$ cat config.mk
export PLATFORM = sky130hd
export DESIGN_NAME = pvic_top
export DESIGN_NICKNAME = d
export VERILOG_FILES = /design/src/rtl/pvic_pkg.sv /design/src/rtl/pvic_regs.sv /design/src/rtl/pvic_arbiter.sv /design/src/rtl/pvic_inservice.sv /design/src/rtl/pvic_top.sv
export SDC_FILE = /design/constraint.sdc
export NUM_CORES = 2
export LEC_CHECK = 0
export ABC_AREA = 1
export BUFFER_PORTS_ARGS = -buffer_cell sky130_fd_sc_hd__buf_4
export CAP_MARGIN = 10
export CORE_ASPECT_RATIO = 0.7
export CORE_MARGIN = 4
export CORE_UTILIZATION = 25
export CTS_BUF_LIST = sky130_fd_sc_hd__clkbuf_4 sky130_fd_sc_hd__clkbuf_8 sky130_fd_sc_hd__clkbuf_16
export DETAILED_ROUTE_END_ITERATION = 10
export GPL_TIMING_DRIVEN = 0
export PLACE_DENSITY = 0.44
export SYNTH_ARGS = -nofsm -noshare
export SYNTH_HDL_FRONTEND = slang
export SYNTH_HIERARCHICAL = 1
export SYNTH_SLANG_ARGS = --single-unit
$ cat constraint.sdc
create_clock -name clk -period 5.55 [get_ports clk]
set_input_delay 0.2775 -clock clk [delete_from_list [all_inputs] [get_ports clk]]
set_output_delay 0.2775 -clock clk [all_outputs]
set_load 0.005 [all_outputs]
$ cat src/rtl/pvic_pkg.sv
package pvic_pkg;
  localparam int ADDR_W = 8;

  // Word addresses of the register map
  localparam logic [ADDR_W-1:0] A_IRQ_ST = 8'h00;
  localparam logic [ADDR_W-1:0] A_FIQ_ST = 8'h01;
  localparam logic [ADDR_W-1:0] A_RAW    = 8'h02;
  localparam logic [ADDR_W-1:0] A_EN_SET = 8'h03;
  localparam logic [ADDR_W-1:0] A_EN_CLR = 8'h04;
  localparam logic [ADDR_W-1:0] A_ROUTE  = 8'h05;
  localparam logic [ADDR_W-1:0] A_VECT   = 8'h06;
  localparam logic [ADDR_W-1:0] A_DEF    = 8'h07;

  // Upper nibble pages for per-slot registers; low nibble is the slot index
  localparam logic [3:0] PG_SLOT_ADDR = 4'h1;
  localparam logic [3:0] PG_SLOT_CTRL = 4'h2;
endpackage

$ cat src/rtl/pvic_regs.sv
module pvic_regs
  import pvic_pkg::*;
#(
  parameter int NUM_SRC   = 32,
  parameter int NUM_SLOTS = 16,
  parameter int DATA_W    = 32,
  localparam int SRC_W    = $clog2(NUM_SRC)
) (
  input  logic                                clk,
  input  logic                                rst_n,
  input  logic                                wr,
  input  logic [ADDR_W-1:0]                   addr,
  input  logic [DATA_W-1:0]                   wdata,
  input  logic [NUM_SRC-1:0]                  raw,
  input  logic [DATA_W-1:0]                   vect_data,
  output logic [DATA_W-1:0]                   rdata,
  output logic [NUM_SRC-1:0]                  en,
  output logic [NUM_SRC-1:0]                  route,
  output logic [DATA_W-1:0]                   def_addr,
  output logic [NUM_SLOTS-1:0]                slot_en,
  output logic [NUM_SLOTS-1:0][SRC_W-1:0]     slot_src,
  output logic [NUM_SLOTS-1:0][DATA_W-1:0]    slot_addr
);
  logic               wr_set, wr_clr, wr_route, wr_def, en_we;
  logic [NUM_SRC-1:0] en_nxt;

  assign wr_set   = wr && (addr == A_EN_SET);
  assign wr_clr   = wr && (addr == A_EN_CLR);
  assign wr_route = wr && (addr == A_ROUTE);
  assign wr_def   = wr && (addr == A_DEF);
  assign en_we    = wr_set || wr_clr;

  always_comb begin
    en_nxt = en;
    if (wr_set) en_nxt = en_nxt | wdata[NUM_SRC-1:0];
    if (wr_clr) en_nxt = en_nxt & ~wdata[NUM_SRC-1:0];
  end

  always_ff @(posedge clk or negedge rst_n) begin
    if (!rst_n) begin
      en       <= '0;
      route    <= '0;
      def_addr <= '0;
    end else begin
      if (en_we)    en       <= en_nxt;
      if (wr_route) route    <= wdata[NUM_SRC-1:0];
      if (wr_def)   def_addr <= wdata;
    end
  end

  for (genvar g = 0; g < NUM_SLOTS; g++) begin : g_slot
    logic we_addr, we_ctrl;
    assign we_addr = wr && (addr == {PG_SLOT_ADDR, 4'(g)});
    assign we_ctrl = wr && (addr == {PG_SLOT_CTRL, 4'(g)});

    always_ff @(posedge clk or negedge rst_n) begin
      if (!rst_n) begin
        slot_addr[g] <= '0;
        slot_en[g]   <= 1'b0;
        slot_src[g]  <= '0;
      end else begin
        if (we_addr) slot_addr[g] <= wdata;
        if (we_ctrl) begin
          slot_en[g]  <= wdata[SRC_W];
          slot_src[g] <= wdata[SRC_W-1:0];
        end
      end
    end
  end

  always_comb begin
    rdata = '0;
    unique case (addr)
      A_IRQ_ST:           rdata[NUM_SRC-1:0] = raw & en & ~route;
      A_FIQ_ST:           rdata[NUM_SRC-1:0] = raw & en & route;
      A_RAW:              rdata[NUM_SRC-1:0] = raw;
      A_EN_SET, A_EN_CLR: rdata[NUM_SRC-1:0] = en;
      A_ROUTE:            rdata[NUM_SRC-1:0] = route;
      A_VECT:             rdata = vect_data;
      A_DEF:              rdata = def_addr;
      default: begin
        for (int i = 0; i < NUM_SLOTS; i++) begin
          if (addr == {PG_SLOT_ADDR, 4'(i)}) rdata = slot_addr[i];
          if (addr == {PG_SLOT_CTRL, 4'(i)}) rdata[SRC_W:0] = {slot_en[i], slot_src[i]};
        end
      end
    endcase
  end

  // every bit written to the set word is enabled on the next cycle
  p_en_set_r2: assert property (@(posedge clk) disable iff (!rst_n)
    wr_set && !wr_clr |=> ((en & $past(wdata[NUM_SRC-1:0])) == $past(wdata[NUM_SRC-1:0])));
  // every bit written to the clear word is disabled on the next cycle
  p_en_clr_r3: assert property (@(posedge clk) disable iff (!rst_n)
    wr_clr |=> ((en & $past(wdata[NUM_SRC-1:0])) == '0));
endmodule

$ cat src/rtl/pvic_arbiter.sv
module pvic_arbiter #(
  parameter int NUM_SRC   = 32,
  parameter int NUM_SLOTS = 16,
  localparam int SRC_W    = $clog2(NUM_SRC),
  localparam int LVL_W    = $clog2(NUM_SLOTS + 2)
) (
  input  logic [NUM_SRC-1:0]              irq_pend,
  input  logic [NUM_SLOTS-1:0]            slot_en,
  input  logic [NUM_SLOTS-1:0][SRC_W-1:0] slot_src,
  input  logic [LVL_W-1:0]                ceiling,
  output logic                            win_valid,
  output logic [LVL_W-1:0]                win_lvl
);
  logic [NUM_SRC-1:0]   covered;
  logic [NUM_SLOTS-1:0] hit;
  logic                 dflt_hit;

  always_comb begin
    covered = '0;
    hit     = '0;
    for (int i = 0; i < NUM_SLOTS; i++) begin
      if (slot_en[i]) covered[slot_src[i]] = 1'b1;
      hit[i] = slot_en[i] && irq_pend[slot_src[i]] && (LVL_W'(i) < ceiling);
    end
  end

  assign dflt_hit = (|(irq_pend & ~covered)) && (LVL_W'(NUM_SLOTS) < ceiling);

  // Walk from the lowest priority upward; the last hit is the highest priority
  always_comb begin
    win_valid = 1'b0;
    win_lvl   = LVL_W'(NUM_SLOTS);
    if (dflt_hit) win_valid = 1'b1;
    for (int i = NUM_SLOTS - 1; i >= 0; i--) begin
      if (hit[i]) begin
        win_valid = 1'b1;
        win_lvl   = LVL_W'(i);
      end
    end
  end
endmodule

$ cat src/rtl/pvic_inservice.sv
module pvic_inservice #(
  parameter int NUM_LVL = 17,
  localparam int LVL_W  = $clog2(NUM_LVL + 1)
) (
  input  logic             clk,
  input  logic             rst_n,
  input  logic             push,
  input  logic [LVL_W-1:0] push_lvl,
  input  logic             pop,
  output logic [LVL_W-1:0] ceiling
);
  logic [NUM_LVL-1:0] busy, busy_nxt;
  logic               upd;

  always_comb begin
    ceiling = LVL_W'(NUM_LVL);
    for (int i = NUM_LVL - 1; i >= 0; i--)
      if (busy[i]) ceiling = LVL_W'(i);
  end

  assign upd = push || pop;

  always_comb begin
    busy_nxt = busy;
    for (int i = 0; i < NUM_LVL; i++) begin
      if (pop && (ceiling == LVL_W'(i)))  busy_nxt[i] = 1'b0;
      if (push && (push_lvl == LVL_W'(i))) busy_nxt[i] = 1'b1;
    end
  end

  always_ff @(posedge clk or negedge rst_n) begin
    if (!rst_n)   busy <= '0;
    else if (upd) busy <= busy_nxt;
  end

  // only a strictly higher priority than the current ceiling is recorded
  p_push_above_r10: assert property (@(posedge clk) disable iff (!rst_n)
    push |-> (push_lvl < ceiling));
  // the recorded level becomes the new ceiling
  p_push_top_r10: assert property (@(posedge clk) disable iff (!rst_n)
    push && !pop |=> (ceiling == $past(push_lvl)));
  // an acknowledge removes exactly one recorded level
  p_pop_one_r11: assert property (@(posedge clk) disable iff (!rst_n)
    pop && !push && (busy != '0) |=> ($countones(busy) == $countones($past(busy)) - 1));
  // an acknowledge with nothing recorded changes nothing
  p_pop_empty_r11: assert property (@(posedge clk) disable iff (!rst_n)
    pop && !push && (busy == '0) |=> (busy == '0));
endmodule

$ cat src/rtl/pvic_top.sv
module pvic_top
  import pvic_pkg::*;
#(
  parameter int NUM_SRC   = 32,
  parameter int NUM_SLOTS = 16,
  parameter int DATA_W    = 32
) (
  input  logic                clk,
  input  logic                rst_n,
  input  logic                bus_rd,
  input  logic                bus_wr,
  input  logic [ADDR_W-1:0]   bus_addr,
  input  logic [DATA_W-1:0]   bus_wdata,
  output logic [DATA_W-1:0]   bus_rdata,
  input  logic [NUM_SRC-1:0]  src_i,
  output logic                irq_o,
  output logic                fiq_o
);
  localparam int SRC_W   = $clog2(NUM_SRC);
  localparam int NUM_LVL = NUM_SLOTS + 1;
  localparam int LVL_W   = $clog2(NUM_LVL + 1);

  logic [NUM_SRC-1:0]              en, route, irq_pend;
  logic [DATA_W-1:0]               def_addr, vect_data;
  logic [NUM_SLOTS-1:0]            slot_en;
  logic [NUM_SLOTS-1:0][SRC_W-1:0] slot_src;
  logic [NUM_SLOTS-1:0][DATA_W-1:0] slot_addr;
  logic                            win_valid, push, pop;
  logic [LVL_W-1:0]                win_lvl, ceiling;

  pvic_regs #(.NUM_SRC(NUM_SRC), .NUM_SLOTS(NUM_SLOTS), .DATA_W(DATA_W)) u_regs (
    .clk, .rst_n, .wr(bus_wr), .addr(bus_addr), .wdata(bus_wdata), .raw(src_i),
    .vect_data, .rdata(bus_rdata), .en, .route, .def_addr, .slot_en, .slot_src, .slot_addr
  );

  assign irq_pend = src_i & en & ~route;
  assign fiq_o    = |(src_i & en & route);

  pvic_arbiter #(.NUM_SRC(NUM_SRC), .NUM_SLOTS(NUM_SLOTS)) u_arb (
    .irq_pend, .slot_en, .slot_src, .ceiling, .win_valid, .win_lvl
  );

  assign irq_o = win_valid;
  assign push  = bus_rd && (bus_addr == A_VECT) && win_valid;
  assign pop   = bus_wr && (bus_addr == A_VECT);

  pvic_inservice #(.NUM_LVL(NUM_LVL)) u_isv (
    .clk, .rst_n, .push, .push_lvl(win_lvl), .pop, .ceiling
  );

  always_comb begin
    vect_data = def_addr;
    for (int i = 0; i < NUM_SLOTS; i++)
      if (win_valid && (win_lvl == LVL_W'(i))) vect_data = slot_addr[i];
  end

  // read and write strobes never share a cycle
  p_single_access_r11: assert property (@(posedge clk) disable iff (!rst_n)
    !(bus_rd && bus_wr));
  // a general request needs some enabled, general-routed source
  p_irq_src_r7: assert property (@(posedge clk) disable iff (!rst_n)
    irq_o |-> (irq_pend != '0));
  // a default-level winner can only exist while the default address is returned
  p_def_vect_r9: assert property (@(posedge clk) disable iff (!rst_n)
    win_valid && (win_lvl == LVL_W'(NUM_SLOTS)) |-> (vect_data == def_addr));
endmodule

# Word level (Yosys, flattened, before mapping)
# Cells that the tools add are included.
# classes
n_reduce_logical	181
n_mux	219
n_eq_ne	71
bitwise	24
magnitude_cmp	49
# op_table
op	count
$mux W32	54
$or A32 B32 Y32	16
$pmux W32 S7	1
$and A32 B32 Y32	5
$mux W5	32
$logic_and A1 B1 Y1	138
$eq A8 B5 Y1 const B	16
$eq A8 B6 Y1 const B	16
$lt A5 B6 Y1 const B	16
$mux W6	16
$not A32 Y32	3
$mux W1	84
$bmux W1 S5	16
$demux W1 S5	16
$eq A5 B4 Y1 const B	16
$ge A5 B1 Y1 const B	16
$reduce_or A32 Y1	2
$eq A5 B3 Y1 const B	8
$lt A4 B5 Y1 const A	8
$reduce_and A2 Y1	17
$reduce_bool A2 Y1	17
$eq A8 B3 Y1 const B	4
$eq A5 B2 Y1 const B	4
$lt A3 B5 Y1 const A	4
12 further kinds	19
# totals
inputBits	76
register_bits	721

# Longest topological paths before layout
# depth
word_depth	74
depth_mapped	63
mapped_depth_nobuf	62

# By module
# The synthesis kept the hierarchy.
# by_module_without_submodules
mod	cells_each	instances	area_per_inst_um2	seq_area_each_um2
pvic_regs	3831	1	31591.5	17616.9
pvic_arbiter	1651	1	8468.1	0.0
pvic_top	1426	1	6488.7	0.0
pvic_inservice	165	1	1103.6	425.4

# Worst setup path after synthesis
# Ideal clock, no wire load.
# synth_timing
kind	register -> output
from	register u_isv.busy[15]
to	output bus_rdata[4]
required_time_ns	5.273
path_stages_with_launch	51
setup_slack_ns	0.402
n_path_buf	1
arrival_ns	4.870
cell_sequence	dfrtp_1 inv_2 nand2_2 nand2_1 nand2_1 nand2_1 nand2_1 nand2_1 nand2_1 nand2_1 nand2_1 nand2_1 nand2_1 nand2_1 nand2_2 nand2_4 nand2_4 nand2_2 (+15 left out) inv_2 clkbuf_1 o211ai_1 nand3_1 a21oi_1 o21bai_1 nand2_1 nand2_1 nand2_1 nand2_1 nand2_1 nand2_1 nand2_1 nand2_1 a21oi_1 a22o_1 a2111oi_0 nand4_1
# synth_via
elab_chain_len	53
# synth_rtl
element	line	rtl
start, declared	pvic_inservice.sv:12	logic [NUM_LVL-1:0] busy, busy_nxt;
start signal, assigned	pvic_inservice.sv:33	else if (upd) busy <= busy_nxt;
$mux W5 * (16 in a row)	pvic_inservice.sv:18	if (busy[i]) ceiling = LVL_W'(i);
net ceiling[0]	pvic_top.sv:29	logic [LVL_W-1:0] win_lvl, ceiling;
$lt A4 B5 Y1	pvic_arbiter.sv:23	hit[i] = slot_en[i] && irq_pend[slot_src[i]] && (LVL_W'(i) < ceiling);
$logic_and A1 B1 Y1	pvic_arbiter.sv:23	
$mux W5 (15 in a row)	pvic_arbiter.sv:35	if (hit[i]) begin
$mux W5 *	pvic_arbiter.sv:35	
net win_lvl[4]	pvic_top.sv:29	
$logic_not A5 Y1	pvic_top.sv:54	if (win_valid && (win_lvl == LVL_W'(i))) vect_data = slot_addr[i];
$logic_and A1 B1 Y1	pvic_top.sv:54	
$mux W32 (15 in a row)	pvic_top.sv:54	
$mux W32 *	pvic_top.sv:54	
net vect_data[4]	pvic_top.sv:24	logic [DATA_W-1:0] def_addr, vect_data;
$pmux W32 S7 *	pvic_regs.sv:73	unique case (addr)
end, declared	pvic_top.sv:14	output logic [DATA_W-1:0] bus_rdata,
# Mark *: on every way through the listed nets, which the timed path passes. The rest lies on a longest branch.

# Final worst setup path
# layout_timing
from	register u_regs/slot_src[74] in the netlist's numbering
to	output bus_rdata[28]
# layout_rtl
element	line	rtl
start, declared	pvic_regs.sv:21	output logic [NUM_SLOTS-1:0][SRC_W-1:0] slot_src,
start signal, assigned by index	pvic_regs.sv:65	slot_src[g] <= wdata[SRC_W-1:0];
$bmux W1 S5 *	pvic_arbiter.sv:23	
$mux W1 (not written as such) *	pvic_arbiter.sv:23	
$logic_and A1 B1 Y1 * (2 in a row)	pvic_arbiter.sv:23	
$mux W5 * (15 in a row)	pvic_arbiter.sv:35	
net win_lvl[1]	pvic_top.sv:29	
$logic_not A5 Y1	pvic_top.sv:54	
$logic_and A1 B1 Y1	pvic_top.sv:54	
$mux W32 (15 in a row)	pvic_top.sv:54	
$mux W32 *	pvic_top.sv:54	
net vect_data[28]	pvic_top.sv:24	
$pmux W32 S7 *	pvic_regs.sv:73	
# Mark *: on every way through the listed nets, which the timed path passes. The rest lies on a longest branch. The select of a mux whose other input is x is not followed.

==> flow_metrics.env <==
export IMPL_ys_async_sr_fraction_pct=100
export IMPL_wirelength_mm=326
export IMPL_violations="setup timing"
export IMPL_cts_sinks=721
export IMPL_outcome="complete, but fails checks"
export IMPL_synth_compound_area_share_pct=21.8
export IMPL_final_max_slew_viol_count=0
export IMPL_grt_start_max_net_pins=111
export IMPL_tightest_slew_ps=1460
export IMPL_firstDrtPassIters=8
export IMPL_relSlewSlack_pct=2.83
export IMPL_synth_simple_area_share_pct=32.0
export IMPL_ir_worst_vdd_v=0.000196
export IMPL_dieWidth_um=530
export IMPL_syn_avg_cell_area_sq_um=6.74
export IMPL_die_area_sq_um=198000
export IMPL_r2r_slack_ps=1020
export IMPL_power_density_nw_per_um2=231
export IMPL_grt_pass1_vias=52200
export IMPL_drtIter0Drc=9143
export IMPL_grt_setup_unrepaired="yes"
export IMPL_fin_setup_tns_ps=-61920
export IMPL_max_clock_path_buffers=3
export IMPL_slowest_stage="nor3_1"
export IMPL_io_buffers=109
export IMPL_viasPerCell=5.83
export IMPL_setup_viol=32
export IMPL_yosys_warnings=6
export IMPL_cts_buffers=78
export IMPL_synth_ff_type="dfrtp_1"
export IMPL_gr_total_overflow=0
export IMPL_fmax_ghz=0.127
export IMPL_ctsRootBufferMaster="clkbuf_16"
export IMPL_fin_skew_ps=34.3
export IMPL_cap_violations=0
export IMPL_ant_nets=0
export IMPL_start_util_pct=25.3
export IMPL_synth_cells=7073
export IMPL_synth_xor_area_share_pct=0.0184
export IMPL_cpPeakStageDelay_ps=740
export IMPL_cp_data_required_time_ps=5270
export IMPL_cp_arrival_ps=7600
export IMPL_clkSlewWorstSetupHoldPaths_ps=60
export IMPL_seq_area_frac_synth_pct=37.9
export IMPL_wire_per_inst_um=32.7
export IMPL_ios=110
export IMPL_critical_path_buf_inv_count=8
export IMPL_gp_congestion=1.05
export IMPL_p_leak_nw=25.5
export IMPL_worstPathMaxFanout=9
export IMPL_synth_seq_cells=721
export IMPL_synth_top_family_by_area="simple AND/OR/NAND/NOR gates"
export IMPL_fin_crit_ps=7880
export IMPL_setup_worst_path_end_class="output port"
export IMPL_syn_area_sq_um=47700
export IMPL_synth_edff_count=0
export IMPL_synth_cell_types=66
export IMPL_cts_max_level=3
export IMPL_coreArea_sq_um=189000
export IMPL_period_share_pct=142
export IMPL_yosys_mux_area_fraction_pct=0.147
export IMPL_grt_pass1_wl_mm=441
export IMPL_dpl_hpwl_mm=256
export IMPL_layout_nets=7475
export IMPL_fin_ws_ps=-2330
export IMPL_grt_util_all_layers_pct=31.6
export IMPL_hold_violations=0
export IMPL_critPathKind="reg -> out"
export IMPL_power_w=0.0137
export IMPL_synth_adder_area_share_pct=0
export IMPL_grt_antenna_before_repair=41
export IMPL_drive_above_1_share_pct=17.6
export IMPL_drc=0
export IMPL_area_growth_syn_to_layout_pct=24.3
export IMPL_dieHeight_um=373
export IMPL_rows=133
export IMPL_cp_top_family="simple AND/OR/NAND/NOR gates"
export IMPL_vias=58100
export IMPL_cp_start_kind="flip-flop"
export IMPL_cts_tree="yes"
export IMPL_min_path_type="in -> async"
export IMPL_fillers=20800
export IMPL_crit_top_cell="nand2_1"
export IMPL_worstSkewPairLatency_ps=710
export IMPL_syn_num_nets=7149
==> layer usage <==
layer	wire, um	up-vias	part of all wire, %	track usage, %
met5	58	-	0.018	0
met3	43900	429	13	11.0
met4	8160	8	2.5	7.22
met2	123000	3820	38	40.8
li1	-	24700	-	-
met1	151000	29200	46	49.0
==> flip-flops by register name (all words and copies together) (netlist names), named ones only <==
register	flops
u_regs/slot_addr	512
u_regs/slot_src	80
u_regs/def_addr	32
u_regs/route	32
u_isv/busy	17
u_regs/slot_en	16
==> repair_timing <==
item | in CTS | in global routing
endpoints found under the hold margin | 123 | 0
buffers inserted | 83 | 13
cloned | 0 | 0
resized for setup | 650 | 150
pin swaps | 187 | 170
setup endpoints to repair | 48 | 32
hold buffers | 1 | 0
==> cell type report <==
type	instances	area (sq um)	share of cell area [%]
flip-flops and latches	721	18000	30.5
well taps	2497	3120	5.27
repair buffers	248	2400	4.06
clock buffers	113	2360	3.98
multi-input cells	5378	28600	48.2
plain buffers	431	2170	3.66
inverters	541	2120	3.58
clock inverters	28	424	0.716
diodes	11	27.5	0.0465
==> cell usage in the layout (no fill, tap or decap), drive strengths merged, types with 10 or more instances in the layout <==
cell	count
o2111ai	25
inv	531
o211ai	51
o21ai	1075
a221oi	71
nor4	33
diode	11
o2111a	13
nand3	355
bufinv	10
clkbuf	430
buf	361
o221ai	36
o22ai	184
nand2	2293
nand4	204
clkinv	25
nor3	131
a22oi	56
or2	78
dfrtp	721
a21oi	203
nor2	480
a211oi	23
a22o	25
==> worst reg2reg max path, cell delays in order (launching register included) <==
cell and delay [ps]:
dfrtp_1 490, nand2_2 200, nor2_1 150, inv_2 210, nor2_1 100, a211oi_2 420
nand4_1 510, o21ai_0 310, nor2_1 120, nand4_1 130, nor3_4 100, o21ai_4 210
buf_4 180, nand2_1 120, nor2_1 140, inv_1 70, nor2_1 140, inv_1 90
nor3_1 530, nand2_1 140, nand2_1 110
==> synthesized netlist by cell type, types with 25 or more instances <==
library cell	count	area, sq um
nand2_1	2278	8550
o21ai_0	945	4730
dfrtp_1	721	18000
nor2_1	446	1670
inv_1	426	1600
nand3_1	348	1740
clkbuf_1	318	1190
nand4_1	203	1270
a21oi_1	200	1000
o22ai_1	184	1150
o21ai_1	128	641
nor3_1	114	571
inv_2	103	387
buf_2	81	405
a221oi_1	70	613
or2_2	60	375
a22oi_1	56	420
o211ai_1	43	323
o221ai_1	36	315
nor4_1	32	200
a22o_1	25	219
o2111ai_1	25	219
==> power breakdown <==
group	total, W	switching (W)	leakage (nW)	internal (W)
sequential	0.00585	0.000355	9.81	0.00550
clock	0.00593	0.00250	1.40	0.00343
combinational	0.00189	0.00141	14.3	0.000478
==> metrics by stage <==
stage | hold WS, ps | cells | worst slack (ps) | util [%] | instance area [sq um]
finish | 57.8 | 9968 | -2330 | 31.4 | 59200
global route | 56.2 | 9957 | -2370 | 31.4 | 59200
CTS | 36.3 | 9945 | -1950 | 31.0 | 58500
detailed placement | 147 | 9720 | -3660 | 27.8 | 52400
global placement | 479 | 9679 | -5180 | 27.3 | 51600
floorplan | -18.1 | 7073 | 402 | - | 47700
==> final timing paths <==
path | startpoint | cells past startpoint | end
setup / recovery | u_regs/slot_src[74] | 41 | bus_rdata[28]
hold / removal | rst_n | 2 | u_regs/slot_addr[106]
setup reg to reg | u_regs/slot_src[30] | 20 | u_isv/busy[8]
hold reg to reg | u_isv/busy[14] | 2 | u_isv/busy[14]
max in group asynchronous | rst_n | 8 | u_regs/slot_src[72]
min in group clk | bus_wr | 4 | u_isv/busy[0]
==> kinds of logic after synthesis <==
family	after synthesis
flip-flops	721
AND/OR/NAND/NOR	3578
AO/OA/AOI/OAI	1792
XOR/XNOR	1
buffers and inverters	974
multiplexers	7
Note: power is estimated with default switching activity, not from simulation.
